`src/rtl/pwm_wr_pkg.sv`:
```
package pwm_wr_pkg;

   typedef enum logic [2:0] {
      PH_IDLE,
      PH_CHARGE,
      PH_GAP,
      PH_MARK,
      PH_PROG,
      PH_DONE
   } wr_phase_e;

   // Fixed framing bytes; their order on the air is behaviour
   localparam logic [7:0] HDR_KEY  = 8'hBB;
   localparam logic [7:0] HDR_PASS = 8'hEB;
   localparam logic [7:0] TRL_LO   = 8'h00;
   localparam logic [7:0] TRL_HI   = 8'h03;

   localparam int unsigned FRAMING_BITS = 32;

   function automatic int unsigned max3(input int unsigned a, input int unsigned b,
                                        input int unsigned c);
      int unsigned m;
      m = (a > b) ? a : b;
      return (m > c) ? m : c;
   endfunction

endpackage

```
`src/rtl/pwm_wr_tick.sv`:
```
module pwm_wr_tick #(
   parameter int unsigned CLK_HZ  = 24_000_000,
   parameter int unsigned TICK_HZ = 1_000_000
) (
   input  logic clk,
   input  logic rst,
   input  logic sync,
   output logic tick
);
   localparam int unsigned DIV = CLK_HZ / TICK_HZ;
   localparam int unsigned CW  = (DIV > 1) ? $clog2(DIV) : 1;

   generate
      if (DIV == 1) begin : g_pass
         assign tick = 1'b1;
      end else begin : g_div
         logic [CW-1:0] cnt;
         always_ff @(posedge clk) begin
            if (rst || sync)                 cnt <= '0;
            else if (cnt == CW'(DIV - 1))    cnt <= '0;
            else                             cnt <= cnt + 1'b1;
         end
         assign tick = (cnt == CW'(DIV - 1));
      end
   endgenerate

endmodule

```
`src/rtl/pwm_wr_timer.sv`:
```
module pwm_wr_timer #(
   parameter int unsigned W = 16
) (
   input  logic         clk,
   input  logic         rst,
   input  logic         load,
   input  logic [W-1:0] load_val,
   input  logic         tick,
   output logic         expire
);
   logic [W-1:0] cnt;

   always_ff @(posedge clk) begin
      if (rst)                       cnt <= '0;
      else if (load)                 cnt <= load_val;
      else if (tick && cnt != '0)    cnt <= cnt - 1'b1;
   end

   // Last tick of the loaded interval
   assign expire = tick && (cnt == W'(1));

endmodule

```
`src/rtl/pwm_wr_frame.sv`:
```
module pwm_wr_frame
   import pwm_wr_pkg::*;
#(
   parameter int unsigned ID_W  = 64,
   parameter int unsigned CRC_W = 16
) (
   input  logic             clk,
   input  logic             rst,
   input  logic             load,
   input  logic [ID_W-1:0]  id,
   input  logic [CRC_W-1:0] crc,
   input  logic             shift,
   output logic             cur_bit
);
   localparam int unsigned FB = FRAMING_BITS + ID_W + CRC_W;

   logic [FB-1:0] packed_w;
   logic [FB-1:0] sreg;

   // Bit 0 leaves first: header, id low byte upward, crc low byte, trailer
   assign packed_w = {TRL_HI, TRL_LO, crc, id, HDR_PASS, HDR_KEY};

   always_ff @(posedge clk) begin
      if (rst)        sreg <= '0;
      else if (load)  sreg <= packed_w;
      else if (shift) sreg <= {1'b0, sreg[FB-1:1]};
   end

   assign cur_bit = sreg[0];

endmodule

```
`src/rtl/pwm_wr_seq.sv`:
```
module pwm_wr_seq
   import pwm_wr_pkg::*;
#(
   parameter int unsigned CHARGE_US   = 50_000,
   parameter int unsigned SLOT_US     = 2000,
   parameter int unsigned ONE_GAP_US  = 1000,
   parameter int unsigned ZERO_GAP_US = 300,
   parameter int unsigned PROG_US     = 50_000,
   parameter int unsigned FRAME_BITS  = 112,
   parameter int unsigned TW          = 16
) (
   input  logic          clk,
   input  logic          rst,
   input  logic          start,
   input  logic          expire,
   input  logic          cur_bit,
   output logic          accept,
   output logic          tmr_load,
   output logic [TW-1:0] tmr_val,
   output logic          bit_shift,
   output logic          field_en,
   output logic          busy,
   output logic          done
);
   localparam int unsigned BW = $clog2(FRAME_BITS);
   localparam logic [BW-1:0] LAST_BIT = BW'(FRAME_BITS - 1);

   localparam logic [TW-1:0] T_CHARGE = TW'(CHARGE_US);
   localparam logic [TW-1:0] T_PROG   = TW'(PROG_US);
   localparam logic [TW-1:0] T_GAP1   = TW'(ONE_GAP_US);
   localparam logic [TW-1:0] T_GAP0   = TW'(ZERO_GAP_US);
   localparam logic [TW-1:0] T_MARK1  = TW'(SLOT_US - ONE_GAP_US);
   localparam logic [TW-1:0] T_MARK0  = TW'(SLOT_US - ZERO_GAP_US);

   wr_phase_e     ph, ph_n;
   logic [BW-1:0] bit_idx, bit_idx_n;

   always_comb begin
      ph_n      = ph;
      bit_idx_n = bit_idx;
      accept    = 1'b0;
      tmr_load  = 1'b0;
      tmr_val   = '0;
      bit_shift = 1'b0;
      unique case (ph)
         PH_IDLE: if (start) begin
            accept    = 1'b1;
            tmr_load  = 1'b1;
            tmr_val   = T_CHARGE;
            bit_idx_n = '0;
            ph_n      = PH_CHARGE;
         end
         PH_CHARGE: if (expire) begin
            tmr_load = 1'b1;
            tmr_val  = cur_bit ? T_GAP1 : T_GAP0;
            ph_n     = PH_GAP;
         end
         PH_GAP: if (expire) begin
            tmr_load  = 1'b1;
            tmr_val   = cur_bit ? T_MARK1 : T_MARK0;
            bit_shift = 1'b1;
            ph_n      = PH_MARK;
         end
         PH_MARK: if (expire) begin
            tmr_load = 1'b1;
            if (bit_idx == LAST_BIT) begin
               tmr_val = T_PROG;
               ph_n    = PH_PROG;
            end else begin
               tmr_val   = cur_bit ? T_GAP1 : T_GAP0;
               bit_idx_n = bit_idx + 1'b1;
               ph_n      = PH_GAP;
            end
         end
         PH_PROG: if (expire) ph_n = PH_DONE;
         PH_DONE: ph_n = PH_IDLE;
         default: ph_n = PH_IDLE;
      endcase
   end

   always_ff @(posedge clk) begin
      if (rst) begin
         ph      <= PH_IDLE;
         bit_idx <= '0;
      end else begin
         ph      <= ph_n;
         bit_idx <= bit_idx_n;
      end
   end

   assign field_en = (ph == PH_CHARGE) || (ph == PH_MARK) || (ph == PH_PROG);
   assign busy     = (ph != PH_IDLE);
   assign done     = (ph == PH_DONE);

endmodule

```
`src/rtl/lfw_pwm_writer.sv`:
```
module lfw_pwm_writer
   import pwm_wr_pkg::*;
#(
   parameter int unsigned CLK_HZ      = 24_000_000,
   parameter int unsigned TICK_HZ     = 1_000_000,
   parameter int unsigned CHARGE_US   = 50_000,
   parameter int unsigned SLOT_US     = 2000,
   parameter int unsigned ONE_GAP_US  = 1000,
   parameter int unsigned ZERO_GAP_US = 300,
   parameter int unsigned PROG_US     = 50_000,
   parameter int unsigned ID_W        = 64,
   parameter int unsigned CRC_W       = 16
) (
   input  logic             clk,
   input  logic             rst,
   input  logic             start,
   input  logic [ID_W-1:0]  tag_id,
   input  logic [CRC_W-1:0] tag_crc,
   output logic             field_en,
   output logic             busy,
   output logic             done
);
   localparam int unsigned FRAME_BITS = FRAMING_BITS + ID_W + CRC_W;
   localparam int unsigned LONGEST    = max3(CHARGE_US, PROG_US, SLOT_US);
   localparam int unsigned TW         = $clog2(LONGEST + 1);

   generate
      if (TICK_HZ == 0 || CLK_HZ < TICK_HZ || (CLK_HZ % TICK_HZ) != 0) begin : g_bad_clk
         $error("CLK_HZ must be a nonzero whole multiple of TICK_HZ");
      end
      if (ZERO_GAP_US == 0 || ZERO_GAP_US >= ONE_GAP_US || ONE_GAP_US >= SLOT_US) begin : g_bad_slot
         $error("gap widths must satisfy 0 < ZERO_GAP_US < ONE_GAP_US < SLOT_US");
      end
      if (CHARGE_US == 0 || PROG_US == 0) begin : g_bad_hold
         $error("charge and programming holds must be nonzero");
      end
      if (ID_W == 0 || (ID_W % 8) != 0 || CRC_W == 0 || (CRC_W % 8) != 0) begin : g_bad_width
         $error("identifier and check widths must be whole bytes");
      end
   endgenerate

   logic          tick_w, expire_w, accept_w, load_w, shift_w, cur_bit_w;
   logic [TW-1:0] load_val_w;

   pwm_wr_tick #(.CLK_HZ(CLK_HZ), .TICK_HZ(TICK_HZ)) u_tick (
      .clk (clk), .rst (rst), .sync (accept_w), .tick (tick_w)
   );

   pwm_wr_timer #(.W(TW)) u_timer (
      .clk (clk), .rst (rst), .load (load_w), .load_val (load_val_w),
      .tick (tick_w), .expire (expire_w)
   );

   pwm_wr_frame #(.ID_W(ID_W), .CRC_W(CRC_W)) u_frame (
      .clk (clk), .rst (rst), .load (accept_w), .id (tag_id), .crc (tag_crc),
      .shift (shift_w), .cur_bit (cur_bit_w)
   );

   pwm_wr_seq #(
      .CHARGE_US (CHARGE_US), .SLOT_US (SLOT_US), .ONE_GAP_US (ONE_GAP_US),
      .ZERO_GAP_US (ZERO_GAP_US), .PROG_US (PROG_US),
      .FRAME_BITS (FRAME_BITS), .TW (TW)
   ) u_seq (
      .clk (clk), .rst (rst), .start (start), .expire (expire_w),
      .cur_bit (cur_bit_w), .accept (accept_w), .tmr_load (load_w),
      .tmr_val (load_val_w), .bit_shift (shift_w),
      .field_en (field_en), .busy (busy), .done (done)
   );

endmodule

```
`config.mk`:
```
export PLATFORM = sky130hd
export DESIGN_NAME = lfw_pwm_writer
export DESIGN_NICKNAME = d
export VERILOG_FILES = /design/src/rtl/pwm_wr_pkg.sv /design/src/rtl/pwm_wr_tick.sv /design/src/rtl/pwm_wr_timer.sv /design/src/rtl/pwm_wr_frame.sv /design/src/rtl/pwm_wr_seq.sv /design/src/rtl/lfw_pwm_writer.sv
export SDC_FILE = /design/constraint.sdc
export NUM_CORES = 1
export LEC_CHECK = 0
export BUFFER_PORTS_ARGS = -buffer_cell sky130_fd_sc_hd__buf_2
export CAP_MARGIN = 5
export CORE_MARGIN = 10
export CORE_UTILIZATION = 46
export CTS_BUF_LIST = sky130_fd_sc_hd__clkbuf_8
export CTS_CLUSTER_SIZE = 8
export DETAILED_ROUTE_END_ITERATION = 6
export PLACE_DENSITY = 0.67
export SYNTH_ARGS = -nofsm -noshare
export SYNTH_HDL_FRONTEND = slang
export SYNTH_SLANG_ARGS = --single-unit
```
`constraint.sdc`:
```
create_clock -name clk -period 4.45 [get_ports clk]
set_input_delay 0.6675 -clock clk [delete_from_list [all_inputs] [get_ports clk]]
set_output_delay 0.6675 -clock clk [all_outputs]
set_load 0.05 [all_outputs]
```
==> results by group, run 1 <==
Worst setup path
  • CP arrival: 3.38 ns
  • Slowest cell delay on critical path: 0.79 ns
  • Buffer and inverter count on the worst path: 1
  • Crit start category: flop
  • Worst-path cell chain: or4_1 > nor4_4 > and2_4 > buf_4 > a22oi_1 > a21oi_1
  • Worst R2R Path Depth: 6
  • Crit end category: flop
  • Worst-path fanout max: 84
  • CP required: 4.82 ns
  • Top Family by Delay on Critical Path: simple AND/OR/NAND/NOR gates
  • Slowest CP cell: and2_4
  • Worst path depth: 6
  • Worst Setup Path Type: reg2reg

Global route
  • Grt ovf: 0
  • Global-route usage over all layers: 16.22%
  • Vias in the first global route: 5129
  • Antenna violations before repair: 0
  • Largest net degree at the start of global routing: 85
  • First-pass GRT wire length: 24.09 mm

Cells and area
  • Area grow syn2layout: 15.39%
  • Final non-filler cell total: 938
  • Multi-input gate area: 2831 sq um
  • Ant. Diodes: 0
  • Layout cells sized above 1: 17.23%
  • NumNets Final: 841
  • Register Area: 2743 sq um
  • FILL cells: 1207

Timing
  • Minimum clock period: 3.004 ns
  • Final setup viols: 0
  • RSZ-0062 raised after global routing: false
  • Total Negative Setup Slacks: 0 ns
  • Slew margin rel.: 33.37%
  • Slew Limit Fails: 0
  • Tcrit/Tclk final: 67.51%
  • Max Fclk: 332.9 MHz
  • Clock skew: 0.01052 ns
  • Final Hold Fails: 0
  • Worst-margin pin slew: 0.9904 ns

Routing
  • Routed len/inst: 15.31 um
  • Detail Route Antenna Nets: 0
  • First-pass DRT Iterations: 5
  • Initial DRC Count: 396
  • Remaining DRCs: 0
  • Vias/cell: 5.646
  • Vias post-DR: 5296
  • Wirelength, routed: 14.36 mm

Clocking
  • Root Driver: clkbuf_8
  • Skew-Pair Late Insertion Delay: 0.45 ns
  • Setup Fix Bufs, Post-CTS: 0
  • CTS tree: yes
  • Reg clk slew, reported paths: 0.08 ns
  • CTS Buffer Depth: 2
  • Clock Sink Count: 137
  • Number of H-tree levels: 4
  • Hold_buf cts: 0
  • Post-CTS sizing: 0
  • Total CTS buffers: 17

Yosys
  • Number of flops mapped to enable cells by yosys: 0
  • Syn avg cell area: 8.365 sq um
  • Netlist cell types: 54
  • Async SR Flop Fraction: 0%
  • #FFs+latches synth: 137
  • Mapped cell area: 5831 sq um
  • Synth Warn #: 0
  • Syn Inst Count: 697
  • Sequential share of the synthesized area: 47.04%
  • Syn_nets: 785
  • Synth Flop Type: dfxtp_1

Die
  • Core Region: 12520 sq um
  • Initial Util: 46.58%
  • DIE WIDTH: 132.6 um
  • I/O pin total: 86
  • Die area: 17580 sq um
  • Die height: 132.6 um
  • FP Rows: 41

Power
  • Leakage power: 2.434 nW
  • Power density over the cells: 403.9 nW/um^2
  • Max IR drop VDD: 0.2611 mV

Placed design
  • # placed instances: 906
  • Gp weighted congestion: 0.9004
  • Buffers on Ports: 85
  • DP Wirelength: 9.462 mm

Min path
  • Min-Delay Path Class: reg2reg
  • Hold path cells: 2

Status
  • Status: completed

Flow run
  • Maximum Capacitance Violations: 0
## worst min-delay path: stages, from the launching register on
cell	delay [ns]
dfxtp_1	0.31
nand2_1	0.05
a21oi_1	0.05
## stage by stage
step	total power, mW	cell area, sq um	hold slack [ns]	setup slack, ns	util [%]
floorplan	1.531	5831	0.4288	2.298	-
global placement	1.608	6289	0.4354	1.557	50.24
detailed placement	1.620	6289	0.4422	1.453	50.24
CTS	2.741	6728	0.4551	1.447	53.75
global route	2.832	6728	0.4704	1.233	53.75
finish	2.717	6728	0.4523	1.446	53.75
## cells in the mapped netlist, types with 5 or more instances
cell type / count / share of area (%)
nor2_1: 29 / 1.9
xor2_1: 8 / 1.2
nand4_1: 8 / 0.86
nor3_1: 15 / 1.3
nor2b_1: 7 / 0.75
inv_1: 7 / 0.45
xnor2_1: 8 / 1.2
dfxtp_1: 137 / 47
ha_1: 5 / 1.1
clkbuf_1: 39 / 2.5
nor4_1: 7 / 0.75
buf_2: 7 / 0.60
o21ai_0: 19 / 1.6
a21oi_1: 109 / 9.4
nand2_1: 143 / 9.2
nand3_1: 8 / 0.69
a22oi_1: 76 / 9.8
## power breakdown
part           switching (mW)  internal, mW
sequential             0.0423          1.29
combinational           0.156         0.104
clock                   0.495         0.629
## layout make-up
cell class	instances	area share, %
clock buffers	18	3.682
clock inverters	14	2.845
inverters	7	0.3906
multi-input cells	499	42.09
flip-flops and latches	137	40.77
well taps	172	3.199
repair buffers	91	7.030
## worst paths after layout
check	start	end	slack, ns
worst max register to register	u_timer.cnt[4]$_SDFFE_PP0P_	u_frame.sreg[68]$_SDFFE_PP0P_	1.45
worst max-delay path	u_timer.cnt[4]$_SDFFE_PP0P_	u_frame.sreg[68]$_SDFFE_PP0P_	1.45
worst min-delay path	u_frame.sreg[9]$_SDFFE_PP0P_	u_frame.sreg[8]$_SDFFE_PP0P_	0.45
worst min register to register	u_frame.sreg[9]$_SDFFE_PP0P_	u_frame.sreg[8]$_SDFFE_PP0P_	0.45
## metal layers
layer / up-vias / GRT usage, % / wire (um)
met5: - / 0 / 0
met2: 135 / 26.25 / 7165
met1: 2538 / 19.53 / 6086
met3: 14 / 4.807 / 936
met4: 0 / 7.029 / 170
li1: 2609 / - / -
## sequential cells by signal, summed over array words and instances, names as in the netlist
name,count
u_timer.cnt,16
u_seq.ph,3
u_tick.g_div.cnt,5
u_seq.bit_idx,7
u_frame.sreg,106
## kinds of logic (layout without fill, tap and decap cells)
kind of cell	Yosys count	after routing	share of synthesized area, %
fa+ha+maj	5	5	1.073
xor+xnor	16	16	2.404
buf+inv	61	130	4.742
simple gates	245	245	19.66
flops	137	137	47.04
compound gates	228	228	24.21
mux	5	5	0.8798
## placed cells by master, fill, tap and decap left out, types with 8 or more instances in the layout
cell type,netlist,routed
nor3_1,15,15
nand2_1,143,143
a22oi_1,76,76
buf_2,7,84
nand4_1,8,8
xnor2_1,8,8
nand3_1,8,8
nor2_1,29,29
dfxtp_1,137,137
o21ai_0,19,19
a21oi_1,109,108
clkbuf_8,0,18
xor2_1,8,8
Note: power is estimated with default switching activity, not from simulation.
==> inputs of run 2 (changes only) <==
--- a/config.mk
+++ b/config.mk
@@ -12,7 +12,7 @@
 export CTS_BUF_LIST = sky130_fd_sc_hd__clkbuf_8
 export CTS_CLUSTER_SIZE = 8
 export DETAILED_ROUTE_END_ITERATION = 6
-export PLACE_DENSITY = 0.67
+export PLACE_DENSITY = 0.69
 export SYNTH_ARGS = -nofsm -noshare
 export SYNTH_HDL_FRONTEND = slang
 export SYNTH_SLANG_ARGS = --single-unit
==> constraint.sdc (replaced) <==
create_clock -name clk -period 2.7 [get_ports clk]
set_input_delay 0.405 -clock clk [delete_from_list [all_inputs] [get_ports clk]]
set_output_delay 0.405 -clock clk [all_outputs]
set_load 0.05 [all_outputs]
==> results by group, run 2 (same netlist as run 1, synthesis figures left out) <==
Status
  • Status: completed

Worst setup path
  • Crit end category: flop
  • Worst Setup Path Type: reg2reg
  • Worst R2R Path Depth: 6 (unchanged)
  • Reg2reg setup slack: 0.22 ns (-1.22 ns)
  • Crit start category: flop
  • Worst-path fanout max: 9 (-89%)
  • R2R Path Start: u_timer.cnt[4]$_SDFFE_PP0P_
  • CP required: 3.04 ns (-1.78 ns)
  • Reg-to-Reg End: u_frame.sreg[94]$_SDFFE_PP0P_
  • CP arrival: 2.82 ns (-0.56 ns)

Global route
  • Largest net degree at the start of global routing: 57 (-33%)
  • Grt ovf: 0 (unchanged)
  • Vias in the first global route: 5174 (+0.88%)
  • Global-route usage over all layers: 16.71% (+0.50 points)
  • Antenna violations before repair: 0 (unchanged)
  • First-pass GRT wire length: 24.83 mm (+3.1%)

Power
  • Switching share of power: 25.44% (-0.082 points)
  • Comb pwr share: 10.6% (+1.1 points)
  • Leakage power: 2.525 nW (+3.8%)
  • Final Total Pwr: 4.285 mW (+58%)
  • Psw: 1.090 mW (+57%)
  • Seq pwr share: 51.4% (+2.3 points)
  • Max IR drop VDD: 0.3222 mV (+23%)
  • Internal Dissipation: 3.195 mW (+58%)
  • Clk pwr share: 38.0% (-3.4 points)
  • Power density over the cells: 626.5 nW/um^2 (+55%)

Clocking
  • CTS Buffer Depth: 2 (unchanged)
  • Root Driver: clkbuf_8
  • Total CTS buffers: 17 (unchanged)
  • Clock Sink Count: 137 (unchanged)
  • CTS tree: yes
  • Post-CTS sizing: 0 (unchanged)
  • Skew-Pair Late Insertion Delay: 0.44 ns (about the same)
  • Reg clk slew, reported paths: 0.08 ns (about the same)
  • Number of H-tree levels: 4 (unchanged)
  • Setup Fix Bufs, Post-CTS: 0 (unchanged)
  • Hold_buf cts: 0 (unchanged)

Timing
  • Final Hold Fails: 0 (unchanged)
  • Final setup viols: 0 (unchanged)
  • Worst-margin pin slew: 0.8988 ns (-0.09159 ns)
  • Tcrit/Tclk final: 91.68% (+24 points)
  • Total Negative Setup Slacks: 0 ns (unchanged)
  • Max Fclk: 404.0 MHz (+21%)
  • Clock skew: 0.008726 ns (-0.001796 ns)
  • Slew margin rel.: 39.93% (+6.6 points)
  • Min Hold Slack: 0.2507 ns (-0.2016 ns)
  • Minimum clock period: 2.475 ns (-0.5290 ns)
  • Slew Limit Fails: 0 (unchanged)
  • RSZ-0062 raised after global routing: false

Die
  • FP Rows: 41 (unchanged)
  • I/O pin total: 86 (unchanged)
  • Die area: 17580 sq um (unchanged)
  • DIE WIDTH: 132.6 um (unchanged)
  • Initial Util: 46.58% (unchanged)
  • Core Region: 12520 sq um (unchanged)
  • Die height: 132.6 um (unchanged)

Routing
  • Vias/cell: 5.597 (-0.87%)
  • Vias post-DR: 5356 (+1.1%)
  • Remaining DRCs: 0 (unchanged)
  • Initial DRC Count: 397 (+0.25%)
  • Routed len/inst: 15.50 um (+1.3%)
  • First-pass DRT Iterations: 5 (unchanged)
  • Detail Route Antenna Nets: 0 (unchanged)
  • Wirelength, routed: 14.83 mm (+3.3%)

Cells and area
  • Ant. Diodes: 0 (unchanged)
  • FILL cells: 1233 (+2.2%)
  • Leading cell type in the layout, fill and taps excluded: nand2_1
  • Area grow syn2layout: 17.30%
  • Largest Register: u_frame.sreg
  • NumNets Final: 860 (+2.3%)
  • Top flop regs: u_frame.sreg: 106 flops, u_timer.cnt: 16 flops, u_seq.bit_idx: 7 flops
  • Number of flip-flops in the largest register: 106 (unchanged)
  • Most frequent cells in the layout: nand2_1, dfxtp_1, a21oi_1
  • Layout cells sized above 1: 18.60% (+1.4 points)
  • Post-layout util: 54.64% (+0.89 points)

Min path
  • Min-Delay Path Class: in2reg
  • Hold Path Sink: u_frame.sreg[93]$_SDFFE_PP0P_
  • Hold Startpoint: tag_crc[13]
  • Hold path cells: 3 (+1)

Placed design
  • DP Wirelength: 10.04 mm (+6.1%)
  • Gp weighted congestion: 0.8732 (-3.0%)
  • Buffers on Ports: 85 (unchanged)

Flow run
  • Maximum Capacitance Violations: 0 (unchanged)
## run 2: power groups by stage
stage | Sequential, mW | Clock [mW] | Combinational, mW
6_report | 2.20 | 1.63 | 0.455
5_1_grt | 2.21 | 1.76 | 0.512
4_1_cts | 2.20 | 1.66 | 0.457
3_5_place_dp | 2.24 | 0 | 0.456
3_3_place_gp | 2.24 | 0 | 0.443
2_1_floorplan | 2.22 | 0 | 0.301
## run 2: final cells by class
class                   instances  area (sq um)  area share [%]
clock inverters                12         110.1           1.610
clock buffers                  20         275.3           4.025
flip-flops and latches        137          2743           40.10
multi-input cells             499          2831           41.40
inverters                       7         26.28          0.3842
repair buffers                110         638.1           9.330
well taps                     172         215.2           3.147
## run 2: metal layers
metal / up-vias / global-route usage (%) / share of wire [%]
li1: 2643 / - / -
met4: 0 / 7.396 / 1.6
met1: 2554 / 20.20 / 43
met2: 137 / 26.89 / 49
met3: 22 / 4.996 / 6.4
met5: - / 0 / 0
## run 2: critical path, stage by stage, from the launching register on
cell and delay, ns:
dfxtp_1 0.38, or4_1 0.73, nor4_4 0.45, and2_4 0.29, buf_4 0.18, nand2_1 0.06
a311oi_1 0.29
## run 2: how the worst max path moves through the flow
stage	start	cells after the start	endpoint	slack [ns]
floorplan	u_timer.cnt[4]$_SDFFE_PP0P_	6	u_timer.cnt[6]$_SDFFE_PP0P_	0.55
finish	u_timer.cnt[4]$_SDFFE_PP0P_	6	u_frame.sreg[94]$_SDFFE_PP0P_	0.22
detailed placement	u_timer.cnt[4]$_SDFFE_PP0P_	6	u_frame.sreg[69]$_SDFFE_PP0P_	0.13
CTS	u_timer.cnt[4]$_SDFFE_PP0P_	6	u_frame.sreg[69]$_SDFFE_PP0P_	0.11
global route	u_timer.cnt[4]$_SDFFE_PP0P_	6	u_frame.sreg[70]$_SDFFE_PP0P_	0.08
global placement	u_timer.cnt[4]$_SDFFE_PP0P_	6	u_frame.sreg[67]$_SDFFE_PP0P_	0.21
## run 2: per-stage QoR
stage	std cells	area (sq um)	worst slack [ns]
after floorplan	697	5831	0.5484
after global placement	920	6416	0.2069
after detailed placement	920	6416	0.1315
after CTS	952	6802	0.1087
after global routing	957	6839	0.08369
final	957	6839	0.2246
==> inputs of run 3 (changes only) <==
--- a/config.mk
+++ b/config.mk
@@ -12,7 +12,7 @@
 export CTS_BUF_LIST = sky130_fd_sc_hd__clkbuf_8
 export CTS_CLUSTER_SIZE = 8
 export DETAILED_ROUTE_END_ITERATION = 6
-export PLACE_DENSITY = 0.69
+export PLACE_DENSITY = 0.72
 export SYNTH_ARGS = -nofsm -noshare
 export SYNTH_HDL_FRONTEND = slang
 export SYNTH_SLANG_ARGS = --single-unit
==> results by group, run 3 (same netlist as run 1, synthesis figures left out) <==
Power
  • Leakage power: 2.506 nW (-0.77%)
  • Power density over the cells: 635.7 nW/um^2 (+1.5%)
  • Clk pwr share: 38.8% (+0.8 points)
  • Final Total Pwr: 4.335 mW (+1.2%)
  • Switching share of power: 24.84% (-0.59 points)
  • Comb pwr share: 10.6% (about the same)
  • Internal Dissipation: 3.258 mW (+2.0%)
  • Max IR drop VDD: 0.3808 mV (+18%)
  • Psw: 1.077 mW (-1.2%)
  • Seq pwr share: 50.7% (-0.7 points)

Worst setup path
  • Reg-to-Reg End: u_frame.sreg[20]$_SDFFE_PP0P_
  • Reg2reg setup slack: 0.16 ns (-0.06 ns)
  • Worst-path fanout max: 15 (+6)
  • CP required: 3.03 ns (about the same)
  • R2R Path Start: u_timer.cnt[4]$_SDFFE_PP0P_
  • Crit end category: flop
  • CP arrival: 2.87 ns (+0.05 ns)
  • Worst R2R Path Depth: 6 (unchanged)
  • Worst Setup Path Type: reg2reg
  • Crit start category: flop

Die
  • Die area: 17580 sq um (unchanged)
  • FP Rows: 41 (unchanged)
  • Initial Util: 46.58% (unchanged)
  • Die height: 132.6 um (unchanged)
  • I/O pin total: 86 (unchanged)
  • DIE WIDTH: 132.6 um (unchanged)
  • Core Region: 12520 sq um (unchanged)

Timing
  • Min Hold Slack: 0.2531 ns (+0.002370 ns)
  • Total Negative Setup Slacks: 0 ns (unchanged)
  • Slew Limit Fails: 0 (unchanged)
  • Tcrit/Tclk final: 93.97% (+2.3 points)
  • Final setup viols: 0 (unchanged)
  • Slew margin rel.: 34.91% (-5.0 points)
  • Max Fclk: 394.1 MHz (-2.4%)
  • Final Hold Fails: 0 (unchanged)
  • RSZ-0062 raised after global routing: false
  • Clock skew: 0.01506 ns (+0.006337 ns)
  • Minimum clock period: 2.537 ns (+0.06189 ns)
  • Worst-margin pin slew: 0.9764 ns (+0.07766 ns)

Clocking
  • CTS Buffer Depth: 2 (unchanged)
  • Post-CTS sizing: 0 (unchanged)
  • Clock Sink Count: 137 (unchanged)
  • Root Driver: clkbuf_8
  • Hold_buf cts: 0 (unchanged)
  • Setup Fix Bufs, Post-CTS: 0 (unchanged)
  • Skew-Pair Late Insertion Delay: 0.43 ns (about the same)
  • CTS tree: yes
  • Reg clk slew, reported paths: 0.08 ns (about the same)
  • Total CTS buffers: 17 (unchanged)
  • Number of H-tree levels: 4 (unchanged)

Global route
  • Global-route usage over all layers: 16.13% (-0.58 points)
  • Met3 usage: 4.731% (-0.26 points)
  • Grt ovf: 0 (unchanged)
  • Met2 Use GR: 26.89% (unchanged)
  • Vias in the first global route: 5290 (+2.2%)
  • GRT met1 Usage: 18.99% (-1.2 points)
  • Busiest layer in global routing: met2
  • Antenna violations before repair: 0 (unchanged)
  • Largest net degree at the start of global routing: 95 (+67%)
  • First-pass GRT wire length: 24.35 mm (-1.9%)

Cells and area
  • Ant. Diodes: 0 (unchanged)
  • Number of flip-flops in the largest register: 106 (unchanged)
  • NumNets Final: 854 (-0.70%)
  • Area grow syn2layout: 16.97%
  • Top flop regs: u_frame.sreg: 106 flops, u_timer.cnt: 16 flops, u_seq.bit_idx: 7 flops
  • Layout cells sized above 1: 17.97% (-0.63 points)
  • Most frequent cells in the layout: nand2_1, dfxtp_1, a21oi_1
  • Largest Register: u_frame.sreg
  • Leading cell type in the layout, fill and taps excluded: nand2_1

Min path
  • Hold path cells: 2 (-1)
  • Min-Delay Path Class: in2reg
  • Hold Path Sink: u_timer.cnt[3]$_SDFFE_PP0P_
  • Hold Startpoint: rst

Routing
  • Wirelength, routed: 14.61 mm (-1.5%)
  • Vias post-DR: 5351 (-0.093%)
  • Remaining DRCs: 0 (unchanged)
  • Initial DRC Count: 585 (+47%)
  • Routed len/inst: 15.36 um (-0.90%)
  • Vias/cell: 5.627 (+0.54%)
  • First-pass DRT Iterations: 5 (unchanged)
  • Detail Route Antenna Nets: 0 (unchanged)

Status
  • Status: completed

Flow run
  • Maximum Capacitance Violations: 0 (unchanged)

Placed design
  • Buffers on Ports: 85 (unchanged)
  • DP Wirelength: 9.771 mm (-2.7%)
  • Gp weighted congestion: 0.8912 (+2.1%)
==> run 3: metal layers <==
layer	routed length [um]	share of wire (%)	up-vias
li1	-	-	2625
met1	6365	44	2524
met2	7087	49	170
met3	868	5.9	32
met4	287	2.0	0
met5	0	0	-
==> run 3: power groups by stage <==
| stage | sequential, mW | clock (mW) | combinational (mW) |
|---|---|---|---|
| 2_1_floorplan | 2.22 | 0 | 0.301 |
| 3_3_place_gp | 2.23 | 0 | 0.433 |
| 3_5_place_dp | 2.24 | 0 | 0.447 |
| 4_1_cts | 2.19 | 1.70 | 0.449 |
| 5_1_grt | 2.21 | 1.80 | 0.510 |
| 6_report | 2.20 | 1.68 | 0.458 |
==> run 3: cell type report <==
| class | instances | area (sq um) |
|---|---|---|
| multi-input cells | 500 | 2849 |
| flip-flops and latches | 137 | 2743 |
| clock inverters | 13 | 137.6 |
| clock buffers | 19 | 261.5 |
| well taps | 172 | 215.2 |
| fillers | 1174 | 5697 |
| repair buffers | 103 | 588.1 |
| inverters | 7 | 26.28 |
==> run 3: metrics by stage <==
stage	std cells	area (sq um)	utilization (%)	worst slack, ns
final	951	6820	54.49	0.1627
after global routing	951	6820	54.49	0.02613
after CTS	950	6803	54.35	0.1457
after detailed placement	918	6404	51.16	0.1631
after global placement	918	6404	51.16	0.2738
after floorplan	697	5831	-	0.5484
==> run 3: critical path, stage by stage (launching register included) <==
cell and delay (ns):
dfxtp_1 0.38, or4_1 0.73, nor4_4 0.40, and2_4 0.32, buf_4 0.24, nand2_1 0.08
a311oi_1 0.27
==> run 3: worst max path at each step <==
| stage | from | endpoint | slack, ns | cells past startpoint |
|---|---|---|---|---|
| after floorplan | u_timer.cnt[4]$_SDFFE_PP0P_ | u_timer.cnt[6]$_SDFFE_PP0P_ | 0.55 | 6 |
| after global placement | u_timer.cnt[1]$_SDFFE_PP0P_ | u_frame.sreg[61]$_SDFFE_PP0P_ | 0.27 | 9 |
| after detailed placement | u_timer.cnt[1]$_SDFFE_PP0P_ | u_frame.sreg[32]$_SDFFE_PP0P_ | 0.16 | 9 |
| after CTS | u_timer.cnt[1]$_SDFFE_PP0P_ | u_frame.sreg[32]$_SDFFE_PP0P_ | 0.15 | 9 |
| after global routing | u_timer.cnt[4]$_SDFFE_PP0P_ | u_frame.sreg[20]$_SDFFE_PP0P_ | 0.03 | 6 |
| final | u_timer.cnt[4]$_SDFFE_PP0P_ | u_frame.sreg[20]$_SDFFE_PP0P_ | 0.16 | 6 |
